$ cat config.mk
export PLATFORM = sky130hd
export DESIGN_NAME = dma_ready_gen
export DESIGN_NICKNAME = d
export VERILOG_FILES = /design/src/rtl/dma_ready_pkg.sv /design/src/rtl/dma_trig_norm.sv /design/src/rtl/dma_tx_ready_fsm.sv /design/src/rtl/dma_rx_ready_fsm.sv /design/src/rtl/dma_ready_gen.sv
export SDC_FILE = /design/constraint.sdc
export NUM_CORES = 1
export LEC_CHECK = 0
export BUFFER_PORTS_ARGS = -buffer_cell sky130_fd_sc_hd__buf_2
export CORE_MARGIN = 8
export CORE_UTILIZATION = 47
export CTS_CLUSTER_DIAMETER = 40
export DETAILED_ROUTE_END_ITERATION = 8
export PLACE_DENSITY_LB_ADDON = 0.15
export SYNTH_ARGS = -nofsm -noshare
export SYNTH_HDL_FRONTEND = slang
export SYNTH_SLANG_ARGS = --single-unit
$ cat constraint.sdc
create_clock -name clk -period 2.2 [get_ports clk]
set_input_delay 0.22 -clock clk [delete_from_list [all_inputs] [get_ports clk]]
set_output_delay 0.22 -clock clk [all_outputs]
set_load 0.01 [all_outputs]
$ cat src/rtl/dma_ready_pkg.sv
package dma_ready_pkg;

    typedef enum logic {
        TX_IDLE  = 1'b0,
        TX_READY = 1'b1
    } tx_state_e;

    typedef enum logic {
        RX_IDLE  = 1'b0,
        RX_READY = 1'b1
    } rx_state_e;

    // Index of each direction in the trigger normalisation array
    localparam int DIR_TX = 0;
    localparam int DIR_RX = 1;
    localparam int N_DIR  = 2;

endpackage

$ cat src/rtl/dma_trig_norm.sv
module dma_trig_norm #(
    parameter int DEPTH = 64,
    parameter int CNT_W = $clog2(DEPTH + 1)
) (
    input  logic [CNT_W-1:0] trig_raw,
    output logic [CNT_W-1:0] trig_eff
);
    localparam logic [CNT_W-1:0] DEPTH_C = CNT_W'(DEPTH);
    localparam logic [CNT_W-1:0] ONE_C   = CNT_W'(1);

    always_comb begin
        if (trig_raw == '0) begin
            trig_eff = ONE_C;
        end else if (trig_raw > DEPTH_C) begin
            trig_eff = DEPTH_C;
        end else begin
            trig_eff = trig_raw;
        end
    end

    always_comb begin
        AST_TRIG_IN_RANGE: assert (trig_eff >= ONE_C && trig_eff <= DEPTH_C);
    end

endmodule

$ cat src/rtl/dma_tx_ready_fsm.sv
module dma_tx_ready_fsm
    import dma_ready_pkg::*;
#(
    parameter int DEPTH = 64,
    parameter int CNT_W = $clog2(DEPTH + 1)
) (
    input  logic             clk,
    input  logic             rst_n,
    input  logic [CNT_W-1:0] fill,
    input  logic [CNT_W-1:0] trig_eff,
    output logic             rdy_n
);
    localparam logic [CNT_W-1:0] DEPTH_C = CNT_W'(DEPTH);

    tx_state_e   state_q;
    tx_state_e   state_d;
    logic        is_full;
    logic        can_arm;
    logic [CNT_W-1:0] free_cnt;

    assign is_full  = (fill >= DEPTH_C);
    assign free_cnt = is_full ? '0 : (DEPTH_C - fill);
    assign can_arm  = (free_cnt >= trig_eff);

    // next state: the full boundary outranks the arm threshold
    always_comb begin
        state_d = state_q;
        unique case (state_q)
            TX_IDLE: begin
                if (!is_full && can_arm) begin
                    state_d = TX_READY;        // tx_arm
                end
            end
            TX_READY: begin
                if (is_full) begin
                    state_d = TX_IDLE;         // tx_full_drop
                end
            end
        endcase
    end

    always_ff @(posedge clk or negedge rst_n) begin
        if (!rst_n) begin
            state_q <= TX_IDLE;
        end else begin
            state_q <= state_d;
        end
    end

    always_comb begin
        rdy_n = (state_q != TX_READY);
    end

    AST_TX_RESET_IDLE: assert property (@(posedge clk) !rst_n |=> rdy_n);
    AST_TX_ARM: assert property (@(posedge clk) disable iff (!rst_n)
        (rdy_n && fill < DEPTH_C && (DEPTH_C - fill) >= trig_eff) |=> !rdy_n);
    AST_TX_HOLD: assert property (@(posedge clk) disable iff (!rst_n)
        (!rdy_n && fill < DEPTH_C) |=> !rdy_n);
    AST_TX_DROP_FULL: assert property (@(posedge clk) disable iff (!rst_n)
        (fill == DEPTH_C) |=> rdy_n);

endmodule

$ cat src/rtl/dma_rx_ready_fsm.sv
module dma_rx_ready_fsm
    import dma_ready_pkg::*;
#(
    parameter int DEPTH = 64,
    parameter int CNT_W = $clog2(DEPTH + 1)
) (
    input  logic             clk,
    input  logic             rst_n,
    input  logic [CNT_W-1:0] fill,
    input  logic [CNT_W-1:0] trig_eff,
    input  logic             timeout,
    input  logic             err,
    output logic             rdy_n
);
    rx_state_e state_q;
    rx_state_e state_d;
    logic      is_empty;
    logic      drop;
    logic      arm_level;
    logic      arm_tmo;

    assign is_empty  = (fill == '0);
    assign drop      = is_empty || err;
    assign arm_level = (fill >= trig_eff);
    assign arm_tmo   = timeout;

    // next state: empty and error outrank level and time-out arming
    always_comb begin
        state_d = state_q;
        unique case (state_q)
            RX_IDLE: begin
                if (!drop && arm_level) begin
                    state_d = RX_READY;        // rx_arm_level
                end else if (!drop && arm_tmo) begin
                    state_d = RX_READY;        // rx_arm_timeout
                end
            end
            RX_READY: begin
                if (err) begin
                    state_d = RX_IDLE;         // rx_drop_error
                end else if (is_empty) begin
                    state_d = RX_IDLE;         // rx_drop_empty
                end
            end
        endcase
    end

    always_ff @(posedge clk or negedge rst_n) begin
        if (!rst_n) begin
            state_q <= RX_IDLE;
        end else begin
            state_q <= state_d;
        end
    end

    always_comb begin
        rdy_n = (state_q != RX_READY);
    end

    AST_RX_RESET_IDLE: assert property (@(posedge clk) !rst_n |=> rdy_n);
    AST_RX_ARM_LEVEL: assert property (@(posedge clk) disable iff (!rst_n)
        (fill != '0 && !err && fill >= trig_eff) |=> !rdy_n);
    AST_RX_ARM_TIMEOUT: assert property (@(posedge clk) disable iff (!rst_n)
        (timeout && fill != '0 && !err) |=> !rdy_n);
    AST_RX_HOLD: assert property (@(posedge clk) disable iff (!rst_n)
        (!rdy_n && fill != '0 && !err) |=> !rdy_n);
    AST_RX_DROP_EMPTY: assert property (@(posedge clk) disable iff (!rst_n)
        (fill == '0) |=> rdy_n);
    AST_RX_DROP_ERROR: assert property (@(posedge clk) disable iff (!rst_n)
        err |=> rdy_n);

endmodule

$ cat src/rtl/dma_ready_gen.sv
module dma_ready_gen
    import dma_ready_pkg::*;
#(
    parameter int DEPTH = 64,
    parameter int CNT_W = $clog2(DEPTH + 1)
) (
    input  logic             clk,
    input  logic             rst_n,
    input  logic [CNT_W-1:0] tx_fill,
    input  logic [CNT_W-1:0] tx_trig,
    input  logic [CNT_W-1:0] rx_fill,
    input  logic [CNT_W-1:0] rx_trig,
    input  logic             rx_timeout,
    input  logic             rx_err,
    output logic             tx_rdy_n,
    output logic             rx_rdy_n
);
    logic [N_DIR-1:0][CNT_W-1:0] trig_raw;
    logic [N_DIR-1:0][CNT_W-1:0] trig_eff;

    assign trig_raw[DIR_TX] = tx_trig;
    assign trig_raw[DIR_RX] = rx_trig;

    for (genvar g = 0; g < N_DIR; g++) begin : g_norm
        dma_trig_norm #(
            .DEPTH (DEPTH),
            .CNT_W (CNT_W)
        ) u_norm (
            .trig_raw (trig_raw[g]),
            .trig_eff (trig_eff[g])
        );
    end

    dma_tx_ready_fsm #(
        .DEPTH (DEPTH),
        .CNT_W (CNT_W)
    ) u_tx (
        .clk      (clk),
        .rst_n    (rst_n),
        .fill     (tx_fill),
        .trig_eff (trig_eff[DIR_TX]),
        .rdy_n    (tx_rdy_n)
    );

    dma_rx_ready_fsm #(
        .DEPTH (DEPTH),
        .CNT_W (CNT_W)
    ) u_rx (
        .clk      (clk),
        .rst_n    (rst_n),
        .fill     (rx_fill),
        .trig_eff (trig_eff[DIR_RX]),
        .timeout  (rx_timeout),
        .err      (rx_err),
        .rdy_n    (rx_rdy_n)
    );

    AST_RX_CONFLICT_DROP: assert property (@(posedge clk) disable iff (!rst_n)
        (rx_err && (rx_timeout || rx_fill != '0)) |=> rx_rdy_n);

endmodule

Yosys cells after proc, flatten, opt, wreduce, memory -nomap -nowiden
Cells that the tools add are included.
- $add $sub $neg: 1
- order comparisons: 5
- multiplexer cells: 13
- bitwise operators: 2
- reductions and logical operators: 9
- operators by type and width (kind ; count):
    $mux 7 ; 5
    $logic_not 7->1 ; 3
    $ge 7x7->1 ; 2
    $gt 7x7->1 const B ; 2
    $ge 7x7->1 const B ; 1
    $sub 7x7->7 const A ; 1
    $mux 1 ; 6
    $pmux 1 s2 ; 2
    $logic_and 1x1->1 ; 3
    $logic_not 1->1 ; 2
    $not 1->1 ; 2
    $logic_or 1x1->1 ; 1
- register bits after elaboration: 2
- output and inout port bits: 2
- word-level logic and storage cells: 32

Depth between registers and ports, before layout
Gate-level depths: netlist of run 1.
- word-level depth: 7
- depth in mapped cells: 11

By module
Synthesis of run 1 repeated with hierarchy kept, for this count alone.
- cells, all modules: 94
- area, all modules: 714.4 sq um
- modules (own cells, without submodules) (module ; instances ; cells each ; area each (sq um) ; seq. area each (sq um)):
    dma_tx_ready_fsm ; 1 ; 48 ; 354.1 ; 25.0
    dma_rx_ready_fsm ; 1 ; 28 ; 232.7 ; 25.0
    dma_trig_norm ; 2 ; 9 ; 63.8 ; 0.0

Worst setup path after synthesis of run 1
Ideal clock, no wire load.
- path kind: in2reg
- start point: input port tx_fill[0]
- end point: register u_tx.state_q
- setup time: 78 ps
- data arrival time: 1981 ps
- required time: 2122 ps
- setup slack: 141 ps
- stages on the path: 9
- buffers on the path: 0
- path through: inv_1 -> ha_1 -> or3b_1 -> a31oi_4 -> nor2_1 -> ha_1 -> nand4_1 -> or3_1 -> a21oi_1
- longest elaborated chain between the ends: 6
- elaborated cells on any way between the ends: 9
- classes of those cells: 1 x add/sub; 2 x order compare; 4 x mux; 2 x reduce/logical
- RTL lines (what ; line ; source):
    start: declaration ; dma_ready_gen.sv:9 ; input logic [CNT_W-1:0] tx_fill,
    $sub 7x7->7 / $ge 7x7->1 (equally long branches) ; dma_tx_ready_fsm.sv:22, dma_tx_ready_fsm.sv:21 ;
    $mux 7 ; dma_tx_ready_fsm.sv:22 ; assign free_cnt = is_full ? '0 : (DEPTH_C - fill);
    $ge 7x7->1 ; dma_tx_ready_fsm.sv:23 ; assign can_arm = (free_cnt >= trig_eff);
    $logic_and 1x1->1 ; dma_tx_ready_fsm.sv:30 ; if (!is_full && can_arm) begin
    $mux 1 ; dma_tx_ready_fsm.sv:30 ;
    $pmux 1 s2 * ; dma_tx_ready_fsm.sv:28 ; unique case (state_q)
    named net u_tx.state_d ; dma_tx_ready_fsm.sv:16 ; tx_state_e state_d;
    end signal: assignment ; dma_tx_ready_fsm.sv:46 ; state_q <= state_d;
    end: declaration ; dma_tx_ready_fsm.sv:15 ; tx_state_e state_q;
Mark *: on every way through the listed nets, which the timed path passes. The rest lies on a longest branch.

Worst setup path in the final report of run 1
Ends and elaborated chain as after synthesis.

==> run summary, run 1 <==
The leakage power came out at 0.470 nW. After synthesis, the largest area contributor takes up 30.2% of total cell area. The initial utilization of the core area, before any placement, comes to 49.0%. The ratio of cells with drive above 1 in the final layout came out at 35.7%.

The critical path goes through buf_2 -> inv_1 -> ha_1 -> or3b_4 -> a31oi_4 -> nor2_1 -> ha_1 -> nand4_1 -> or3_1 -> a21oi_1. The initial detailed-routing violation count came out at 5. In this run the clock root is driven by a sky130_fd_sc_hd__clkbuf_4. TritonCTS built the clock tree. The wire length per cell is 11.1 µm.

The total congestion overflow after global routing came out at 0. The max capacitance violation total came out at 0. For this run, the number of Yosys warnings is 0. The detailed-router iteration count before antenna repair is 4. By startpoint and endpoint, the worst setup path is classified as primary input to flip-flop. Sequential cells were found to cover 8.05% of the synthesized design area. The synthesized flop and latch total is 2. The number of rows in the core area came out at 13.

The routability-driven placement congestion ratio is 0.861. STA classifies the critical path startpoint as a primary input. The filler cells instantiated in the layout total 124. The number of levels in the clock H-tree came out at 1. The first global-routing pass estimated 2.42 mm of wire. Setup violations remaining at the end of the flow were counted as 0. The routed wire length is 1.57 mm. The synthesized netlist occupies a cell area of 622 µm². The pin slew with the least headroom to its limit is 392 ps. The layout-stage area growth over the synthesis result is 41.2%. The via density per instance is 5.13. The tightest min-delay check is of the primary input to async pin type. The placeable core area is 1270 µm². The die boundary width is 52.4 µm. The count of clock tree sinks is 2. The required time of the critical path is 2340 ps. Counting every net in the synthesized netlist gives 131. The number of different library cells used by synthesis comes to 25. In this run the count of I/O pins placed on the die edge is 34. In this run the deepest clock path goes through 2 buffers. In this design, the critical path's most frequently occurring cell is sky130_fd_sc_hd__ha_1. The post-layout minimum cycle time came out at 1980 ps. Once detail routing completed, the nets flagged for antenna violations numbered 0.

The clock input transition at the sequential cells of the worst setup and hold paths is 30 ps. The floorplan step set the die height to 52.4 µm. The worst setup path is captured at a flip-flop. The count of final hold-check violations was 0. The number of antenna diodes in the final layout is 0. The floorplan step defined a die boundary enclosing 2740 µm². The routed layout has 724 vias.

Among all stages on the critical path, the largest delay is contributed by sky130_fd_sc_hd__or3b_4. After synthesis, the mean cell area works out to 7.40 µm². The cell count after synthesis came out at 84. Power comes to 0.000259 W. After detailed routing, the number of remaining DRC violations is 0. Yosys attributes the largest share of cell area to sky130_fd_sc_hd__ha_1, sky130_fd_sc_hd__dfrtp_1, sky130_fd_sc_hd__nor2_1, sky130_fd_sc_hd__nand2_1, sky130_fd_sc_hd__nor3_1. The number of global-route vias before repair was 666. The number of antenna violations at the first check in global routing is 0. sky130_fd_sc_hd__ha_1 takes more of the synthesized area than any other cell.

The worst-case clock skew is 0 ps. The CTS buffer count is 3. The largest single stage delay on the critical path is 420 ps.

The half-perimeter wire length after placement is 1.43 mm. For this run, the share of the core covered by cells in the final layout is 69.2%. The total negative slack for setup checks came out at 0 ps.

The upper clock frequency limit came out at 0.504 GHz. The maximum vdd ir drop came out at 287 µV. The maximum net fanout on the critical path came out at 6. Entering global routing, the biggest net connects 7 pins. The worst slew margin relative to its limit is 73.2%. For this run, the post-layout net count is 175. OpenSTA, run right after detailed placement, puts the worst setup slack at -107 ps.

The global-route usage over all layers came out at 10.7%. The final max-slew violation count is 0. The post-route fraction of the period consumed by the critical path is 90.1%.

The worst-skew pair later-pin latency is 220 ps. The power density over the cells came out at 295 nW/µm². In this run the tool buffered the top-level ports with 33 buffer cells. The final worst-path setup slack is 218 ps. Setup repair after global routing left no endpoint under its margin. The flow ran to the end, and the final reports show no timing, DRC or antenna violations. The arrival time at the worst endpoint is 2120 ps.
## cell families after synthesis
kind of cell | count (synthesis) | share of synthesized area [%]
fa+ha+maj | 15 | 30.2
simple gates | 40 | 33.0
xor+xnor | 4 | 5.63
buf+inv | 9 | 5.43
flops | 2 | 8.05
compound gates | 14 | 17.7
## final cells by class
type                    instances  area, µm²  share of cell area (%)
repair buffers                 39        213                    24.2
inverters                       9       33.8                    3.85
flip-flops and latches          2       50.0                    5.70
multi-input cells              73        541                    61.5
clock buffers                   3       22.5                    2.56
well taps                      15       18.8                    2.14
## cell usage in the layout (no fill, tap or decap), types with 2 or more instances in the layout
cell and n:
sky130_fd_sc_hd__a2111oi_0 2, sky130_fd_sc_hd__nand2b_1 3, sky130_fd_sc_hd__nand2_1 10, sky130_fd_sc_hd__buf_4 5, sky130_fd_sc_hd__a21oi_1 3, sky130_fd_sc_hd__ha_1 15
sky130_fd_sc_hd__inv_1 9, sky130_fd_sc_hd__nor3_1 7, sky130_fd_sc_hd__xnor2_1 3, sky130_fd_sc_hd__dfrtp_1 2, sky130_fd_sc_hd__a211oi_1 4, sky130_fd_sc_hd__clkbuf_4 3
sky130_fd_sc_hd__buf_2 33, sky130_fd_sc_hd__nor2_1 11, sky130_fd_sc_hd__a21o_1 2
## critical path, delay by kind of cell
family,cells,cell delay (ps)
AND/OR/NAND/NOR,4,940
adder cells (fa/ha/maj),2,450
buffers and inverters,2,160
AO/OA/AOI/OAI,2,350
## cell usage after synthesis
master and number:
sky130_fd_sc_hd__a21oi_1 3, sky130_fd_sc_hd__a31oi_4 1, sky130_fd_sc_hd__ha_1 15, sky130_fd_sc_hd__and2_1 1, sky130_fd_sc_hd__nor4_1 1, sky130_fd_sc_hd__inv_1 9, sky130_fd_sc_hd__nor2b_1 1, sky130_fd_sc_hd__or3_4 1
sky130_fd_sc_hd__xor2_1 1, sky130_fd_sc_hd__or3_1 1, sky130_fd_sc_hd__a211oi_1 4, sky130_fd_sc_hd__a21o_1 2, sky130_fd_sc_hd__or3b_1 1, sky130_fd_sc_hd__o21ai_0 1, sky130_fd_sc_hd__a31oi_1 1, sky130_fd_sc_hd__nand2_1 10
sky130_fd_sc_hd__nor3_4 1, sky130_fd_sc_hd__a2111oi_0 2, sky130_fd_sc_hd__xnor2_1 3, sky130_fd_sc_hd__dfrtp_1 2, sky130_fd_sc_hd__nor3_1 7, sky130_fd_sc_hd__nand2b_1 3, sky130_fd_sc_hd__nand4_1 1, sky130_fd_sc_hd__nand3_1 1
sky130_fd_sc_hd__nor2_1 11
## flip-flops by register name, indices dropped and copies added (netlist names)
name,cells
u_rx.state_q,1
u_tx.state_q,1
## where the power goes
part	internal, W	switching [W]	total (W)
registers	0.0000413	0.00000203	0.0000433
clock network	0.0000599	0.0000178	0.0000777
logic	0.0000718	0.0000661	0.000138
total	0.000173	0.0000859	0.000259
## final timing paths
| kind | endpoint | slack, ps | depth (start not counted) | start |
|---|---|---|---|---|
| max in group asynchronous | u_tx.state_q | 1780 | 2 | rst_n |
| hold / removal | u_rx.state_q | 320 | 2 | rst_n |
| min in group clk | u_rx.state_q | 320 | 3 | rx_err |
| setup / recovery | u_tx.state_q | 220 | 10 | tx_fill[0] |
| setup reg to reg | u_rx.state_q | 1180 | 3 | u_rx.state_q |
| hold reg to reg | u_tx.state_q | 570 | 2 | u_tx.state_q |
## metal layers
layer	global-route usage [%]	part of all wire [%]	up-vias
met1	10.9	37	317
met5	0	0	-
met2	20.9	52	23
met3	3.41	10	0
met4	1.29	0	0
li1	-	-	384
## through the flow
stage | hold slack (ps) | std cells | area (µm²)
after CTS | 320 | 140 | 868
after global routing | 315 | 141 | 878
final | 320 | 141 | 878
after floorplan | -75.6 | 84 | 622
after global placement | 6.49 | 136 | 836
after detailed placement | 7.54 | 136 | 836
## timing repair
action / 4_1_cts / 5_1_grt
endpoints found under the hold margin: 2 / 0
setup buffers: 0 / 1
hold buffers: 1 / 0
endpoints found under the setup margin: 0 / 1
gates resized for setup: 0 / 1
Note: power is estimated with default switching activity, not from simulation.
==> inputs of run 2 (changes only) <==
ABC_AREA = 1   (was not set)
CORE_UTILIZATION = 50   (was 47)
==> run 2 against run 1 <==
Compared with the run above: utilization is 2.3 points lower; die area is 9.8% higher; power is 14% higher; wire length is 22% higher; fmax is 11% higher; global-route usage is 2.7 points higher; critical endpoint unchanged; highest routed layer unchanged.
==> run summary, run 2 <==
The post-route cell area is 973 µm² (was 878 µm²). The maximum net fanout on the critical path is 7 (was 6). The half-perimeter wire length after placement is 1.73 mm (was 1.43 mm). Commonest cells post-synth: sky130_fd_sc_hd__nand2_1, sky130_fd_sc_hd__nor2_1, sky130_fd_sc_hd__inv_1, sky130_fd_sc_hd__ha_1, sky130_fd_sc_hd__nand3_1 (was sky130_fd_sc_hd__ha_1, sky130_fd_sc_hd__nor2_1, sky130_fd_sc_hd__nand2_1, sky130_fd_sc_hd__inv_1, sky130_fd_sc_hd__nor3_1). The routed wire length is 1.91 mm (was 1.57 mm). The arrival time at the worst endpoint is 1880 ps (was 2120 ps).

The gate family responsible for the most delay along the worst path is adder cells (was simple AND/OR/NAND/NOR gates). The die boundary width is 54.9 µm (was 52.4 µm). The total negative slack for setup checks was 0 ps (unchanged). The number of buffers on the longest clock path came to 2 (unchanged). The switching power summed over all nets is 0.000119 W (was 0.0000859 W).

The initial core utilization is 52.0% (was 49.0%). The power density over the cells came out at 304 nW/µm² (was 295 nW/µm²). The highest routed metal layer was met3 (unchanged). The worst slew margin relative to its limit is 83.8% (was 73.2%). The longest individual stage delay on the worst path came out at 340 ps (was 420 ps). The layout-stage area growth over the synthesis result is 28.8% (was 41.2%). The number of instances resized during post-cts repair is 0 (unchanged).

The placed instance area is 941 µm² (was 836 µm²). The ratio of cells with drive above 1 in the final layout is 28.3% (was 35.7%). The number of levels in the clock H-tree is 1 (unchanged). The wire length per cell is 10.5 µm (was 11.1 µm). The number of nets at the end of the flow was 215 (was 175). The via density per instance is 4.87 (was 5.13). The pin slew with the least headroom to its limit is 242 ps (was 392 ps). The max capacitance violation total is 0 (unchanged).

The amount of wire on met3 after detailed routing came out at 130 µm (was 164 µm). The cell type with the highest aggregate area in the netlist is sky130_fd_sc_hd__ha_1 (unchanged). The worst-case clock skew came out at 0 ps (unchanged).

The fraction of power spent switching nets came out at 40.0% (was 33.2%). The total vias in the final route came out at 886 (was 724). The portion of synthesized cell area occupied by the leading cell type came to 24.8% (was 30.2%). The synthesized net count was 176 (was 131). The critical path capture point type is a flip-flop (unchanged).

The mean post-synth cell area is 5.86 µm² (was 7.40 µm²). The total setup violations reported at the end of the flow came out at 0 (unchanged). The number of antenna violations at the first check in global routing is 0 (unchanged). Result of the run: completed (unchanged). The non-filler instance count after layout is 182 (was 141). The total congestion overflow after global routing came out at 0 (unchanged). The worst slack on hold paths is 231 ps (was 320 ps).

The number of enable-type register cells in the synthesized netlist came out at 0 (unchanged). The number of buffer and inverter stages on the critical path is 3 (was 2). Largest registers: u_rx.state_q (1), u_tx.state_q (1) (unchanged). The async set-reset flop share out of synthesis came out at 100% (unchanged). Largest cells by area after synthesis: sky130_fd_sc_hd__ha_1, sky130_fd_sc_hd__nand2_1, sky130_fd_sc_hd__nor2_1, sky130_fd_sc_hd__inv_1, sky130_fd_sc_hd__nand3_1 (was sky130_fd_sc_hd__ha_1, sky130_fd_sc_hd__dfrtp_1, sky130_fd_sc_hd__nor2_1, sky130_fd_sc_hd__nand2_1, sky130_fd_sc_hd__nor3_1). The clock root buffer is sky130_fd_sc_hd__clkbuf_4 (unchanged). The synthesis warning total is 0 (unchanged). The leakage power is 0.579 nW (was 0.470 nW). The number of global-route vias before repair came out at 912 (was 666). The post-route DRC violation count is 0 (unchanged). The clock network power share is 27.4% (was 30.0%). The upper clock frequency limit came out at 0.562 GHz (was 0.504 GHz). The total of buffers placed on input and output ports is 33 (unchanged). The worst min-delay path category is primary input to flip-flop (was primary input to async pin). The detailed-router iteration count before antenna repair is 4 (unchanged). The post-layout minimum cycle time is 1780 ps (was 1980 ps). The count of unique library cells instantiated by Yosys is 20 (was 25). RSZ-0062 raised after global routing: no (unchanged). The count of clock tree sinks came out at 2 (unchanged). The count of pins on the block boundary came out at 34 (unchanged). The count of final hold-check violations is 0 (unchanged). The wire length on met2 was 1.04 mm (was 815 µm). The die footprint is 3010 µm² (was 2740 µm²). The register share of total power is 14.5% (was 16.7%). The overall die height is 54.9 µm (was 52.4 µm).

The routability-driven placement congestion ratio came out at 0.788 (was 0.861). Commonest non-fill, non-tap cells in the layout: sky130_fd_sc_hd__nand2_1, sky130_fd_sc_hd__buf_2, sky130_fd_sc_hd__nor2_1 (was sky130_fd_sc_hd__buf_2, sky130_fd_sc_hd__ha_1, sky130_fd_sc_hd__nor2_1). The number of placed cells counting well taps came out at 178 (was 136). The placeable core area came to 1450 µm² (was 1270 µm²). Crit path cell chain: buf_2 -> inv_1 -> ha_1 -> nand3_2 -> o21ai_4 -> nor2_1 -> ha_1 -> nand2_1 -> nand2_1 -> inv_1 -> nand2_1 -> a21oi_1 -> nor2_2 (was buf_2 -> inv_1 -> ha_1 -> or3b_4 -> a31oi_4 -> nor2_1 -> ha_1 -> nand4_1 -> or3_1 -> a21oi_1). The worst-skew pair later-pin latency is 230 ps (was 220 ps).

The type of element launching the critical path is a primary input (unchanged). The share of the yosys chip area belonging to registers is 6.62% (was 8.05%). The clock input transition at the sequential cells of the worst setup and hold paths was 30 ps (about the same). The post-route fraction of the period consumed by the critical path came out at 80.9% (was 90.1%).

The dominant cell type by count on the critical path is sky130_fd_sc_hd__nand2_1 (was sky130_fd_sc_hd__ha_1). The cell count after synthesis came to 129 (was 84). The critical path's slowest cell is sky130_fd_sc_hd__ha_1 (was sky130_fd_sc_hd__or3b_4). The final core utilization came to 67.0% (was 69.2%). The category of the most critical setup path is primary input to flip-flop (unchanged).

The prevailing post-synth register cell is sky130_fd_sc_hd__dfrtp_1 (unchanged). The final max-slew violation count came to 0 (unchanged). The antenna diode instance count is 0 (unchanged). The share of total power in combinational logic came out at 58.1% (was 53.3%).

The largest net degree at the start of global routing was 8 (was 7). The initial detailed-routing violation count came out at 10 (was 5). The routed metal-1 wire length is 738 µm (was 585 µm).

The maximum vdd ir drop is 188 µV (was 287 µV). The required time of the critical path is 2300 ps (was 2340 ps). The global-route usage over all layers came to 13.4% (was 10.7%). The library cell with the highest instance count after synthesis is sky130_fd_sc_hd__nand2_1 (was sky130_fd_sc_hd__ha_1). The remaining antenna violation count after routing is 0 (unchanged). The cell area after synthesis came to 756 µm² (was 622 µm²). The clock tree from TritonCTS is done (unchanged). The synthesized flop and latch total came out at 2 (unchanged). The CTS buffer count is 3 (unchanged). The number of rows in the core area came to 14 (was 13). The internal power came to 0.000178 W (was 0.000173 W).

The most common cell after layout, fill and taps aside is sky130_fd_sc_hd__nand2_1 (was sky130_fd_sc_hd__buf_2). The wire length of the first global-routing pass came to 3.19 mm (was 2.42 mm).
[run 2: cell count changes after synthesis, moves of 3 or more]
cell / delta
sky130_fd_sc_hd__inv_1: +10
sky130_fd_sc_hd__nand2b_1: -3
sky130_fd_sc_hd__a211oi_1: -4
sky130_fd_sc_hd__nor3_1: -6
sky130_fd_sc_hd__xnor2_1: -3
sky130_fd_sc_hd__nand3_1: +10
sky130_fd_sc_hd__nand2_1: +24
sky130_fd_sc_hd__nor2_1: +12
sky130_fd_sc_hd__nor2_2: +3
[run 2: logic make-up (layout without fill, tap and decap cells)]
group | count (synthesis) | in the layout | share of synthesized area, %
compound gates | 8 | 8 | 7.12
xor+xnor | 3 | 3 | 3.48
fa+ha+maj | 15 | 15 | 24.8
buf+inv | 21 | 58 | 10.4
flops | 2 | 2 | 6.62
simple gates | 80 | 80 | 47.5
[run 2: per-layer routing]
layer  vias to the layer above  GRT usage (%)
met5                         -              0
met4                         0           1.23
met3                         0           2.99
met2                        18           28.1
met1                       386           13.0
li1                        482              -
[run 2: final timing paths]
| check | start | endpoint | slack, ps | depth (start not counted) |
|---|---|---|---|---|
| max reg2reg | u_tx.state_q | u_tx.state_q | 1260 | 6 |
| min in group asynchronous | rst_n | u_rx.state_q | 310 | 2 |
| min reg2reg | u_rx.state_q | u_rx.state_q | 660 | 6 |
| max | tx_fill[0] | u_tx.state_q | 420 | 13 |
| min | rx_err | u_rx.state_q | 230 | 4 |
| max in group asynchronous | rst_n | u_tx.state_q | 1790 | 2 |
[run 2: what timing repair did]
action,4_1_cts,5_1_grt
setup buffers,0,0
hold buffers,1,0
hold endpoints to repair,2,0
[run 2: cell type report]
type | count | area (µm²)
well taps | 16 | 20.0
fillers | 154 | 480
flip-flops and latches | 2 | 50.0
clock buffers | 3 | 22.5
multi-input cells | 106 | 627
repair buffers | 34 | 175
inverters | 21 | 78.8
[run 2: tightest hold or removal path, cell delays in order]
cell and delay, ps:
sky130_fd_sc_hd__buf_2 70, sky130_fd_sc_hd__nor2_1 40, sky130_fd_sc_hd__nand2_1 60, sky130_fd_sc_hd__inv_1 30
[run 2: stage by stage]
step	worst slack [ps]	total power, W
after global placement	258	0.000206
after CTS	428	0.000301
after detailed placement	201	0.000215
final	420	0.000296
after floorplan	511	0.000151
after global routing	245	0.000331
[run 2: power groups by stage]
stage	logic, W	clock network, W	registers, W
global placement	0.000163	0	0.0000433
detailed placement	0.000171	0	0.0000434
floorplan	0.000108	0	0.0000429
global route	0.000200	0.0000883	0.0000434
finish	0.000172	0.0000813	0.0000430
CTS	0.000174	0.0000845	0.0000431
==> inputs of run 3 (changes only) <==
ABC_AREA = 0   (was 1)
CORE_UTILIZATION = 43   (was 50)
clock period = 1.7 ns   (was 2.2 ns; I/O delays follow)
==> run 3 against run 2 <==
Compared with the run above: the flow now finishes with violations (negative setup slack); clock-buffer cell count did not move; global-route usage decreased by 1.5 points; via count shrank 11%; setup slack got worse by 750 ps; sequential power increased by 31%; critical endpoint unchanged; highest routed layer unchanged.
==> run summary, run 3 (same netlist as run 1, synthesis figures left out) <==
The clock tree from TritonCTS is done (unchanged). The clock root buffer is sky130_fd_sc_hd__clkbuf_4 (unchanged). The overall die height is 54.0 µm (was 54.9 µm).

The total vias in the final route is 786 (was 886). The reg2reg setup slack is 660 ps (was 1260 ps). The layout-stage area growth over the synthesis result is 68.2% (was 28.8%). The half-perimeter wire length after placement came out at 1.59 mm (was 1.73 mm). The worst-skew pair later-pin latency came out at 220 ps (was 230 ps). The total setup violations reported at the end of the flow is 1 (was 0). The pin slew with the least headroom to its limit is 361 ps (was 242 ps). The final worst-path setup slack is -335 ps (was 420 ps). The arrival time at the worst endpoint came out at 2180 ps (was 1880 ps). The number of antenna violations at the first check in global routing was 0 (unchanged). The total congestion overflow after global routing came out at 0 (unchanged).

The multi-input gate area in the final layout was 599 µm² (was 627 µm²). The maximum net fanout on the critical path came out at 6 (was 7). The worst min-delay path category is primary input to flip-flop (unchanged).

The number of rows in the core area is 13 (was 14). The initial core utilization is 46.6% (was 52.0%). The antenna diode instance count was 0 (unchanged). The wire length per cell is 13.7 µm (was 10.5 µm).

The initial detailed-routing violation count is 9 (was 10). The placeable core area is 1330 µm² (was 1450 µm²). The leakage power came out at 0.549 nW (was 0.579 nW). The total of buffers placed on input and output ports came out at 33 (unchanged). The die boundary width came out at 54.0 µm (was 54.9 µm). Largest registers: u_rx.state_q (1), u_tx.state_q (1) (unchanged). The endpoint of the worst hold path is u_rx.state_q (unchanged).

The via density per instance is 5.14 (was 4.87). The detailed-router iteration count before antenna repair is 4 (unchanged). The count of final hold-check violations came to 0 (unchanged).

The final reports fail on negative setup slack. The maximum vdd ir drop is 311 µV (was 188 µV). The final max-slew violation count came out at 0 (unchanged). The die footprint came to 2920 µm² (was 3010 µm²).

The worst flop-to-flop path startpoint is u_rx.state_q (was u_tx.state_q). The remaining antenna violation count after routing is 0 (unchanged). The largest net degree at the start of global routing came out at 7 (was 8).

The post-route fraction of the period consumed by the critical path is 120%. The clock input transition at the sequential cells of the worst setup and hold paths came out at 30 ps (about the same). The category of the most critical setup path is primary input to flip-flop (unchanged).

The number of instances on the worst hold path is 3 (was 4). The power density over the cells came to 374 nW/µm² (was 304 nW/µm²). The most common cell after layout, fill and taps aside is sky130_fd_sc_hd__buf_2 (was sky130_fd_sc_hd__nand2_1).

The ratio of cells with drive above 1 in the final layout was 48.6% (was 28.3%). RSZ-0062 raised after global routing: yes (was no). The max capacitance violation total is 0 (unchanged). The worst reg2reg path endpoint is u_rx.state_q (was u_tx.state_q).

The routability-driven placement congestion ratio is 0.837 (was 0.788). The critical path capture point type is a flip-flop (unchanged). The number of levels in the clock H-tree came out at 1 (unchanged). The worst slew margin relative to its limit is 75.3% (was 83.8%).

The routed wire length is 2.10 mm (was 1.91 mm). The number of buffers on the longest clock path is 2 (unchanged). The post-route DRC violation count came to 0 (unchanged).

The non-filler instance count after layout came out at 153 (was 182). The global-route usage over all layers came out at 11.9% (was 13.4%). The number of global-route vias before repair is 752 (was 912). The depth of the most critical reg-to-reg path is 3 (was 6).

Subtracting the final worst setup slack from the clock period gives 2030 ps. The type of element launching the critical path is a primary input (unchanged). The number of placed cells counting well taps came out at 145 (was 178).

The startpoint of the worst hold path is rx_err (unchanged). The count of fill cells added during filler insertion is 101 (was 154). Commonest non-fill, non-tap cells in the layout: sky130_fd_sc_hd__buf_2, sky130_fd_sc_hd__buf_4, sky130_fd_sc_hd__ha_1 (was sky130_fd_sc_hd__nand2_1, sky130_fd_sc_hd__buf_2, sky130_fd_sc_hd__nor2_1). The CTS buffer count was 3 (unchanged).

The count of clock tree sinks is 2 (unchanged). The required time of the critical path is 1850 ps (was 2300 ps). The worst-case clock skew is 0 ps (unchanged). Based on the critical path, the design can be clocked at up to 0.491 GHz.

The worst slack on hold paths is 268 ps (was 231 ps). The count of pins on the block boundary is 34 (unchanged). The wire length of the first global-routing pass is 2.77 mm (was 3.19 mm). The number of nets at the end of the flow is 187 (was 215). Result of the run: finished, violations left (was completed). The flip-flop and latch area came out at 50.0 µm² (unchanged).
run 3: worst max-delay path by stage:
| stage | startpoint | endpoint | slack (ps) | cells past startpoint |
|---|---|---|---|---|
| 3_3_place_gp | tx_fill[2] | u_tx.state_q | -450 | 10 |
| 6_report | tx_fill[0] | u_tx.state_q | -330 | 10 |
| 4_1_cts | tx_fill[0] | u_tx.state_q | -270 | 11 |
| 2_1_floorplan | tx_fill[2] | u_tx.state_q | -230 | 9 |
| 3_5_place_dp | tx_fill[0] | u_tx.state_q | -500 | 11 |
| 5_1_grt | tx_fill[0] | u_tx.state_q | -390 | 10 |
run 3: worst max-delay path: stages:
cell and delay (ps):
sky130_fd_sc_hd__buf_6 100, sky130_fd_sc_hd__inv_2 50, sky130_fd_sc_hd__ha_4 120, sky130_fd_sc_hd__or3b_4 410, sky130_fd_sc_hd__a31oi_4 290, sky130_fd_sc_hd__nor2_1 100, sky130_fd_sc_hd__ha_1 310, sky130_fd_sc_hd__nand4_1 100
sky130_fd_sc_hd__or3_4 400, sky130_fd_sc_hd__a21oi_2 140
run 3: through the flow:
stage	power, W	util, %	setup WS [ps]	TNS [ps]	area (µm²)
after floorplan	0.000154	-	-234	-234	624
after global placement	0.000243	67.9	-455	-565	906
after detailed placement	0.000251	67.9	-495	-618	906
after CTS	0.000357	70.4	-270	-270	938
after global routing	0.000432	78.4	-395	-395	1050
final	0.000391	78.4	-335	-335	1050
run 3: area by class of cell:
type / count / area share [%]
multi-input combinational: 73 / 57.3
tap: 15 / 1.79
timing repair buffer: 51 / 30.5
sequential: 2 / 4.78
inverter: 9 / 3.47
clock buffer: 3 / 2.15
run 3: power breakdown:
| part | internal [W] | switching, W | leakage, nW |
|---|---|---|---|
| clock | 0.0000776 | 0.0000241 | 0.0138 |
| sequential | 0.0000534 | 0.00000303 | 0.0252 |
| combinational | 0.000126 | 0.000107 | 0.510 |
run 3: what timing repair did:
item | in CTS | in global routing
endpoints found under the hold margin | 2 | 0
pin swaps | 0 | 11
gates resized for setup | 0 | 16
gates cloned | 0 | 0
setup buffers | 0 | 4
hold buffers | 1 | 0
setup endpoints to repair | 1 | 1
run 3: layer usage:
metal	routed length [µm]	share of wire [%]	global-route usage, %	up-vias
met5	0	0	0	-
met4	0	0	1.23	0
met3	203	9.7	3.31	0
met2	1140	55	23.2	24
met1	750	36	12.6	353
li1	-	-	-	409
